File: src/rtl/gpio_bank_pkg.sv
package gpio_bank_pkg;

    localparam int unsigned OFS_MASK_LO = 'h00;
    localparam int unsigned OFS_MASK_HI = 'h04;
    localparam int unsigned OFS_DATA    = 'h40;
    localparam int unsigned OFS_PINS    = 'h60;
    localparam int unsigned OFS_DIR     = 'h80;
    localparam int unsigned OFS_OE      = 'h84;

    typedef enum logic {
        BUS_IDLE = 1'b0,
        BUS_READ = 1'b1
    } bus_state_e;

    typedef struct packed {
        logic full;
        logic lo;
        logic hi;
        logic dir;
        logic oe;
    } wr_sel_t;

endpackage

File: src/rtl/gpio_bank_sync.sv
module gpio_bank_sync #(
    parameter int unsigned W      = 32,
    parameter int unsigned STAGES = 2
) (
    input  logic         clk,
    input  logic         rst_n,
    input  logic [W-1:0] async_in,
    output logic [W-1:0] sync_out
);
    logic [W-1:0] stage_q [STAGES];

    generate
        for (genvar s = 0; s < STAGES; s++) begin : g_stage
            if (s == 0) begin : g_first
                always_ff @(posedge clk or negedge rst_n) begin
                    if (!rst_n) stage_q[0] <= '0;
                    else        stage_q[0] <= async_in;
                end
            end else begin : g_next
                always_ff @(posedge clk or negedge rst_n) begin
                    if (!rst_n) stage_q[s] <= '0;
                    else        stage_q[s] <= stage_q[s-1];
                end
            end
        end
    endgenerate

    assign sync_out = stage_q[STAGES-1];

endmodule

File: src/rtl/gpio_bank_regs.sv
module gpio_bank_regs #(
    parameter int unsigned   W         = 32,
    parameter logic [W-1:0]  LOCK_MASK = 'h180
) (
    input  logic                   clk,
    input  logic                   rst_n,
    input  gpio_bank_pkg::wr_sel_t wsel,
    input  logic [W-1:0]           wdata,
    output logic [W-1:0]           data_q,
    output logic [W-1:0]           dir_q,
    output logic [W-1:0]           oe_q
);
    localparam int unsigned HALF = W / 2;

    logic [W-1:0] data_d;
    logic [W-1:0] dir_d;
    logic [W-1:0] oe_d;

    always_comb begin
        data_d = data_q;
        if (wsel.full) begin
            data_d = wdata;
        end else if (wsel.lo) begin
            for (int i = 0; i < HALF; i++) begin
                if (!wdata[HALF+i]) data_d[i] = wdata[i];
            end
        end else if (wsel.hi) begin
            for (int i = 0; i < HALF; i++) begin
                if (!wdata[HALF+i]) data_d[HALF+i] = wdata[i];
            end
        end
    end

    always_comb begin
        dir_d = dir_q;
        oe_d  = oe_q;
        if (wsel.dir) dir_d = wdata | (dir_q & LOCK_MASK);
        if (wsel.oe)  oe_d  = wdata;
    end

    always_ff @(posedge clk or negedge rst_n) begin
        if (!rst_n) begin
            data_q <= '0;
            dir_q  <= '0;
            oe_q   <= '0;
        end else begin
            data_q <= data_d;
            dir_q  <= dir_d;
            oe_q   <= oe_d;
        end
    end

    // protected low bits and the whole upper half survive a low-window write
    a_r3_low_mask_keep: assert property (@(posedge clk) disable iff (!rst_n)
        wsel.lo |=> ((data_q[HALF-1:0] & $past(wdata[W-1:HALF])) ==
                     ($past(data_q[HALF-1:0]) & $past(wdata[W-1:HALF])))
                    && (data_q[W-1:HALF] == $past(data_q[W-1:HALF])));

    // protected high bits and the whole lower half survive a high-window write
    a_r4_high_mask_keep: assert property (@(posedge clk) disable iff (!rst_n)
        wsel.hi |=> ((data_q[W-1:HALF] & $past(wdata[W-1:HALF])) ==
                     ($past(data_q[W-1:HALF]) & $past(wdata[W-1:HALF])))
                    && (data_q[HALF-1:0] == $past(data_q[HALF-1:0])));

    // a locked direction bit that is set never clears
    a_r7_lock_hold: assert property (@(posedge clk) disable iff (!rst_n)
        1'b1 |=> ((dir_q & $past(dir_q) & LOCK_MASK) == ($past(dir_q) & LOCK_MASK)));

endmodule

File: src/rtl/gpio_bank_bus.sv
module gpio_bank_bus #(
    parameter int unsigned ADDR_W = 8,
    parameter int unsigned W      = 32
) (
    input  logic                   clk,
    input  logic                   rst_n,
    input  logic                   wr_en,
    input  logic                   rd_en,
    input  logic [ADDR_W-1:0]      addr,
    input  logic [W-1:0]           data_q,
    input  logic [W-1:0]           dir_q,
    input  logic [W-1:0]           oe_q,
    input  logic [W-1:0]           pin_q,
    output gpio_bank_pkg::wr_sel_t wsel,
    output logic [W-1:0]           rdata,
    output logic                   rvalid
);
    import gpio_bank_pkg::*;

    localparam logic [ADDR_W-1:0] A_LO   = ADDR_W'(OFS_MASK_LO);
    localparam logic [ADDR_W-1:0] A_HI   = ADDR_W'(OFS_MASK_HI);
    localparam logic [ADDR_W-1:0] A_DATA = ADDR_W'(OFS_DATA);
    localparam logic [ADDR_W-1:0] A_PINS = ADDR_W'(OFS_PINS);
    localparam logic [ADDR_W-1:0] A_DIR  = ADDR_W'(OFS_DIR);
    localparam logic [ADDR_W-1:0] A_OE   = ADDR_W'(OFS_OE);

    bus_state_e   state_q, state_d;
    logic [W-1:0] rd_mux;
    logic [W-1:0] rdata_q;

    always_comb begin
        wsel      = '0;
        wsel.full = wr_en && (addr == A_DATA);
        wsel.lo   = wr_en && (addr == A_LO);
        wsel.hi   = wr_en && (addr == A_HI);
        wsel.dir  = wr_en && (addr == A_DIR);
        wsel.oe   = wr_en && (addr == A_OE);
    end

    always_comb begin
        unique case (addr)
            A_DATA:  rd_mux = data_q;
            A_PINS:  rd_mux = pin_q;
            A_DIR:   rd_mux = dir_q;
            A_OE:    rd_mux = oe_q;
            default: rd_mux = '0;
        endcase
    end

    always_comb begin
        state_d = state_q;
        unique case (state_q)
            BUS_IDLE: state_d = rd_en ? BUS_READ : BUS_IDLE;
            BUS_READ: state_d = rd_en ? BUS_READ : BUS_IDLE;
            default:  state_d = BUS_IDLE;
        endcase
    end

    always_ff @(posedge clk or negedge rst_n) begin
        if (!rst_n) state_q <= BUS_IDLE;
        else        state_q <= state_d;
    end

    always_ff @(posedge clk or negedge rst_n) begin
        if (!rst_n)     rdata_q <= '0;
        else if (rd_en) rdata_q <= rd_mux;
    end

    always_comb begin
        rvalid = (state_q == BUS_READ);
        rdata  = rdata_q;
    end

    // a sampled read gives valid data in the next cycle
    a_r9_rvalid_after_rd: assert property (@(posedge clk) disable iff (!rst_n)
        rd_en |=> rvalid);

    // no read, no valid
    a_r9_rvalid_drops: assert property (@(posedge clk) disable iff (!rst_n)
        !rd_en |=> !rvalid);

    // masked windows read as zero
    a_r5_window_reads_zero: assert property (@(posedge clk) disable iff (!rst_n)
        rd_en && ((addr == A_LO) || (addr == A_HI)) |=> (rdata == '0));

    // no write strobe reaches a register from an unmapped address
    a_r10_unmapped_no_write: assert property (@(posedge clk) disable iff (!rst_n)
        wr_en && (addr != A_DATA) && (addr != A_LO) && (addr != A_HI) &&
        (addr != A_DIR) && (addr != A_OE) |-> (wsel == '0));

endmodule

File: src/rtl/gpio_bank.sv
module gpio_bank #(
    parameter int unsigned ADDR_W = 8,
    parameter int unsigned W      = 32
) (
    input  logic              clk,
    input  logic              rst_n,
    input  logic              wr_en,
    input  logic              rd_en,
    input  logic [ADDR_W-1:0] addr,
    input  logic [W-1:0]      wdata,
    output logic [W-1:0]      rdata,
    output logic              rvalid,
    input  logic [W-1:0]      pad_in,
    output logic [W-1:0]      pad_out,
    output logic [W-1:0]      pad_oe
);
    import gpio_bank_pkg::*;

    localparam int unsigned  SYNC_STAGES = 2;
    localparam logic [W-1:0] LOCKED_PINS = W'('h180);

    wr_sel_t      wsel;
    logic [W-1:0] data_q;
    logic [W-1:0] dir_q;
    logic [W-1:0] oe_q;
    logic [W-1:0] pin_q;

    gpio_bank_bus #(.ADDR_W(ADDR_W), .W(W)) u_bus (
        .clk    (clk),
        .rst_n  (rst_n),
        .wr_en  (wr_en),
        .rd_en  (rd_en),
        .addr   (addr),
        .data_q (data_q),
        .dir_q  (dir_q),
        .oe_q   (oe_q),
        .pin_q  (pin_q),
        .wsel   (wsel),
        .rdata  (rdata),
        .rvalid (rvalid)
    );

    gpio_bank_regs #(.W(W), .LOCK_MASK(LOCKED_PINS)) u_regs (
        .clk    (clk),
        .rst_n  (rst_n),
        .wsel   (wsel),
        .wdata  (wdata),
        .data_q (data_q),
        .dir_q  (dir_q),
        .oe_q   (oe_q)
    );

    gpio_bank_sync #(.W(W), .STAGES(SYNC_STAGES)) u_sync (
        .clk      (clk),
        .rst_n    (rst_n),
        .async_in (pad_in),
        .sync_out (pin_q)
    );

    assign pad_out = data_q;
    assign pad_oe  = dir_q & oe_q;

    // a driving pad always has its direction bit set
    a_r6_drive_needs_dir: assert property (@(posedge clk) disable iff (!rst_n)
        (pad_oe & ~dir_q) == '0);

    // a driving pad always has its output-enable bit set
    a_r6_drive_needs_oe: assert property (@(posedge clk) disable iff (!rst_n)
        (pad_oe & ~oe_q) == '0);

endmodule

File: config.mk
export PLATFORM = sky130hd
export DESIGN_NAME = gpio_bank
export DESIGN_NICKNAME = d
export VERILOG_FILES = /design/src/rtl/gpio_bank_pkg.sv /design/src/rtl/gpio_bank_sync.sv /design/src/rtl/gpio_bank_regs.sv /design/src/rtl/gpio_bank_bus.sv /design/src/rtl/gpio_bank.sv
export SDC_FILE = /design/constraint.sdc
export NUM_CORES = 1
export LEC_CHECK = 0
export BUFFER_PORTS_ARGS = -buffer_cell sky130_fd_sc_hd__buf_4
export CAP_MARGIN = 5
export CORE_MARGIN = 2
export CORE_UTILIZATION = 29
export CTS_BUF_LIST = sky130_fd_sc_hd__clkbuf_16
export CTS_CLUSTER_DIAMETER = 30
export DETAILED_ROUTE_END_ITERATION = 10
export PLACE_DENSITY = 0.47
export SYNTH_ARGS = -nofsm -noshare
export SYNTH_HDL_FRONTEND = slang
export SYNTH_SLANG_ARGS = --single-unit
File: constraint.sdc
create_clock -name clk -period 2.5 [get_ports clk]
set_input_delay 0.375 -clock clk [delete_from_list [all_inputs] [get_ports clk]]
set_output_delay 0.375 -clock clk [all_outputs]
set_load 0.01 [all_outputs]
# Word level (Yosys, flattened, before mapping)
# Cells that the tools add are included.
# W data, S select, Z words.
# word_totals
in_bits,76
ramBits,0
wordCells,124
register_bits,193
latch_bits,0
romBits,0
output_inout_bits,97
n_memories,0
# classes
shifts,0
addsub,0
n_mux,22
n_div,0
n_eq_ne,22
reduce_logical,40
n_lt_le_gt_ge,0
n_mul,0
bitwise,2
# ops
cell,count
$pmux W32 S4,1
$mux W16,3
$reduce_and A3 Y1,16
$ne A2 B1 Y1 const B,17
$and A32 B32 Y32,1
$mux W32,1
$or A32 B9 Y32,1
$reduce_and A2 Y1,16
$mux W1,17
$eq A8 B7 Y1 const B,2
$eq A8 B8 Y1 const B,2
$eq A8 B3 Y1 const B,1
$logic_not A8 Y1,1
$logic_and A1 B1 Y1,5
$reduce_bool A2 Y1,2

# Logic depth before layout (Yosys ltp)
# depth
word_depth,5
mapped_depth,8
depth_no_buf,4

# Modules after synthesis
# Synthesis repeated with hierarchy kept, for this count alone.
# hier_totals
hier_cells,651
hier_area_um2,8435.6
# modules_own_cells
module,n_inst,area_per_inst_um2,cells_per_inst,seq_area_each_um2
gpio_bank_regs,1,3932.5,293,2402.3
gpio_bank_bus,1,2461.1,230,825.8
gpio_bank_sync,1,1841.8,96,1601.5
gpio_bank,1,200.2,32,0.0

# Least setup slack after synthesis
# No wires, ideal clock.
# synth_timing
kind,input to register
from,in addr[6]
to,reg u_regs.dir_q[10]
stages,6
arrival_ps,2046
setup_ps,125
required_time_ps,2375
n_path_buf,3
setup_slack_ps,329
path_cell_list,buf_2 or4b_1 clkbuf_1 nor3_2 buf_2 mux2_2
# synth_via
elab_chain_len,2
# synth_lines
element,line,rtl
from (decl),gpio_bank.sv:9,"input logic [ADDR_W-1:0] addr,"
$eq A8 B8 Y1,gpio_bank_bus.sv:36,wsel.dir = wr_en && (addr == A_DIR);
$logic_and A1 B1 Y1,gpio_bank_bus.sv:36,
to (signal assigned),gpio_bank_regs.sv:48,dir_q <= dir_d;
to (decl),gpio_bank_regs.sv:10,"output logic [W-1:0] dir_q,"
# Every way passes these cells.
# A chain may end at the register's enable or synchronous reset.

# Worst setup path in the final report
# layout_timing
from,in addr[6]
to,reg u_regs.dir_q[31]
# The elaborated chain is that of the path after synthesis.

==> impl_metrics.csv <==
group,metric,value,unit
sta,tns,0,ps
clock_tree,cts_tree,"done",
power_and_ir_drop,p_leak,5.04,nW
setup_path,cp.required,2800,ps
routing,dr.pass1.iters,4,
sta,slew_headroom,66.4,%
place,io_buffers,172,
logic_synthesis,synth_compound_area_share,10.5,%
setup_path,worstPathArrival,2130,ps
logic_synthesis,synthSimpleGateAreaFrac,5.17,%
logic_synthesis,ys_types,30,
power_and_ir_drop,clock_power_share,40.7,%
global_route,first_global_vias,5844,
clock_tree,ctsResizeCount,0,
power_and_ir_drop,power,6.62,mW
logic_synthesis,synth_xor_area_share,0.110,%
sta,min_period,1830,ps
logic_synthesis,synth_most_common_cell,"dfrtp_1",
place,place_congestion,0.770,
setup_path,crit_chain,"buf_4 > or4b_2 > nor3_4 > buf_12 > mux2_2",
power_and_ir_drop,ir_drop,0.389,mV
clock_tree,cts_made_buffers,17,
routing,dr_total_vias,5490,
power_and_ir_drop,powerDensity,639,mW/mm2
clock_tree,clockBufferDepth,2,
power_and_ir_drop,p_int,4.95,mW
logic_synthesis,synth-adder-area-share,0,%
global_route,antenna_found_initial,1,
setup_path,path_buf_inv,2,
routing,avgRoutedWirePerCell,19.3,um
power_and_ir_drop,p_seq_share,50.7,%
place,hpwl,15.3,mm
logic_synthesis,syn_inst,627,
die,fp.dieH,170,um
logic_synthesis,synth_top_family_by_area,"multiplexers",
clock_tree,insertion_delay,430,ps
die,fp.dieW,170,um
routing,ant_nets,0,
clock_tree,cts_setup_buffers,0,
worst_hold_path,hold_path_class,"input pin to flop",
cells_and_area,layout-drive-gt1-share,39.3,%
power_and_ir_drop,power_switching,1.66,mW
global_route,grt_max_degree,60,
logic_synthesis,synth-edff-count,0,
sta,fmax,0.548,GHz
cells_and_area,finalCoreUtilization,38.4,%
global_route,grt_overflow,0,
clock_tree,cts_root_buf,"clkbuf_16",
setup_path,slowest_stage,"or4b_2",
logic_synthesis,avgSynthCellArea,12.7,um2
global_route,use_met2,25.3,%
logic_synthesis,synthArstFlopShare,100,%
logic_synthesis,synthTopCellsByCount,"dfrtp_1 (193), mux2_2 (77), mux2i_1 (64)",
power_and_ir_drop,p_comb_share,8.6,%
sta,drv_slew,0,
global_route,busiest_layer,"met2",
global_route,use_met1,22.2,%
logic_synthesis,yosysTopAreaCell,"dfrtp_1",
setup_path,timing_worst_setup_path_type,"input pin to flop",
logic_synthesis,synthFlopType,"dfrtp_1",
die,io_pins,173,
global_route,use_met3,3.64,%
sta,hold_viol,0,
setup_path,slowest_delay,750,ps
place,placed_cells,1124,
setup_path,startpoint_type,"input pin",
sta,clock_skew,8.20,ps
sta,setup_viol,0,
power_and_ir_drop,p_sw_share,25.1,%
clock_tree,htreeDepth,4,
logic_synthesis,synth_seq_cells,193,
sta,tightest_slew,503,ps
cells_and_area,final_cells,1158,
sta,rsz0062_at_grt,"no",
die,core,0.0270,mm2
logic_synthesis,yosys_warnings,0,
die,rows,60,
die,floorplan.initialDensity,29.5,%
routing,drcViolationCount,0,
setup_path,cp-end-kind,"flop",
die,die_area,0.0288,mm2
clock_tree,cts_sinks,193,
sta,whs,50.4,ps
routing,drt-vias-per-instance,4.74,
clock_tree,postCtsHoldBufs,1,
flow_run,drv_cap,0,
routing,drt-initial-drc-count,248,
logic_synthesis,ys_top_cells_by_area,"dfrtp_1 (61%), mux2_2 (11%), mux2i_1 (8.1%)",
logic_synthesis,synth_nets,703,
logic_synthesis,synth_mux_area_share,19.1,%
global_route,grt_pass1_wl,34.8,mm
logic_synthesis,synth.yosys.seq_area_share,60.7,%
routing,wl,22.4,mm
logic_synthesis,synth_area,0.00796,mm2
outcome,status,"finished clean",
cells_and_area,fin_nets,879,
sta,post-route-period-util,73.0,%
setup_path,cp_top_family,"simple AND/OR/NAND/NOR gates",
setup_path,path_max_fanout,32,
cells_and_area,num-fill-cells,2594,
clock_tree,clkSlewWorstSetupHoldPaths,80,ps
logic_synthesis,synth_top_area_share,60.7,%
global_route,grt_util_all_layers,15.9,%
cells_and_area,area_growth,30.1,%
==> routing by layer <==
layer	vias up	share of wire, %
met2	156	47
met4	0	1.1
li1	2527	-
met5	-	0
met3	9	4.7
met1	2798	48
==> cell usage in the layout, fill, tap and decap left out, types with 3 or more instances in the layout <==
cell type,netlist,final
clkbuf_16,0,17
mux2_2,77,77
inv_1,48,48
a2bb2oi_1,16,16
inv_6,0,4
inv_8,0,4
o22ai_1,32,32
clkinv_2,0,3
mux2i_1,64,64
o21ai_0,47,47
buf_12,0,5
buf_4,0,188
a21oi_1,16,16
and2_1,32,32
nand2_1,33,32
a21boi_1,4,4
dfrtp_1,193,193
a21boi_2,10,10
==> logic make-up after synthesis <==
| group | after synthesis |
|---|---|
| compound gates | 130 |
| xor+xnor | 1 |
| simple gates | 75 |
| flops | 193 |
| mux | 142 |
| buf+inv | 86 |
==> final cells by class <==
cell class / instances / area [um2] / share of cell area, %
Clock inverter: 15 / 145 / 1.40
Multi-Input combinational cell: 348 / 2800 / 27.1
Tap cell: 341 / 427 / 4.12
Clock buffer: 17 / 425 / 4.11
Inverter: 48 / 180 / 1.74
Antenna cell: 1 / 2.50 / 0.0242
Sequential cell: 193 / 4830 / 46.7
Timing Repair Buffer: 195 / 1540 / 14.8
==> flip-flops by register name (all words and copies together), names as in the netlist <==
signal and count:
u_bus.rdata 32, u_bus.rvalid 1, u_regs.data_q 32, u_regs.dir_q 32
u_regs.oe_q 32, u_sync.stage_q 32, u_sync.sync_out 32
==> through the flow <==
| step | area [um2] | setup WS, ps |
|---|---|---|
| after floorplan | 7960 | 329 |
| after global placement | 9770 | 276 |
| after detailed placement | 9770 | 221 |
| after CTS | 10300 | 674 |
| after global routing | 10300 | 618 |
| final | 10300 | 675 |
==> final timing paths <==
kind / from / endpoint / slack [ps] / cells after the start
worst max-delay path: addr[6] / u_regs.dir_q[31] / 670 / 5
worst min-delay path: pad_in[20] / u_sync.stage_q[52] / 50 / 1
worst max register to register: u_regs.oe_q[2] / u_bus.rdata[2] / 1470 / 4
worst min register to register: u_sync.stage_q[47] / u_sync.sync_out[15] / 350 / 0
max in group asynchronous: rst_n / u_sync.stage_q[38] / 1320 / 3
min in group asynchronous: rst_n / u_sync.stage_q[51] / 460 / 2
==> power by group through the flow <==
stage          Clock (mW)  Combinational, mW  Sequential (mW)
5_1_grt              2.90              0.626             3.38
4_1_cts              2.78              0.582             3.36
3_5_place_dp            0              0.579             3.42
2_1_floorplan           0              0.216             3.41
6_report             2.69              0.568             3.36
3_3_place_gp            0              0.569             3.41
No activity file was read; power rests on OpenSTA's default activity.
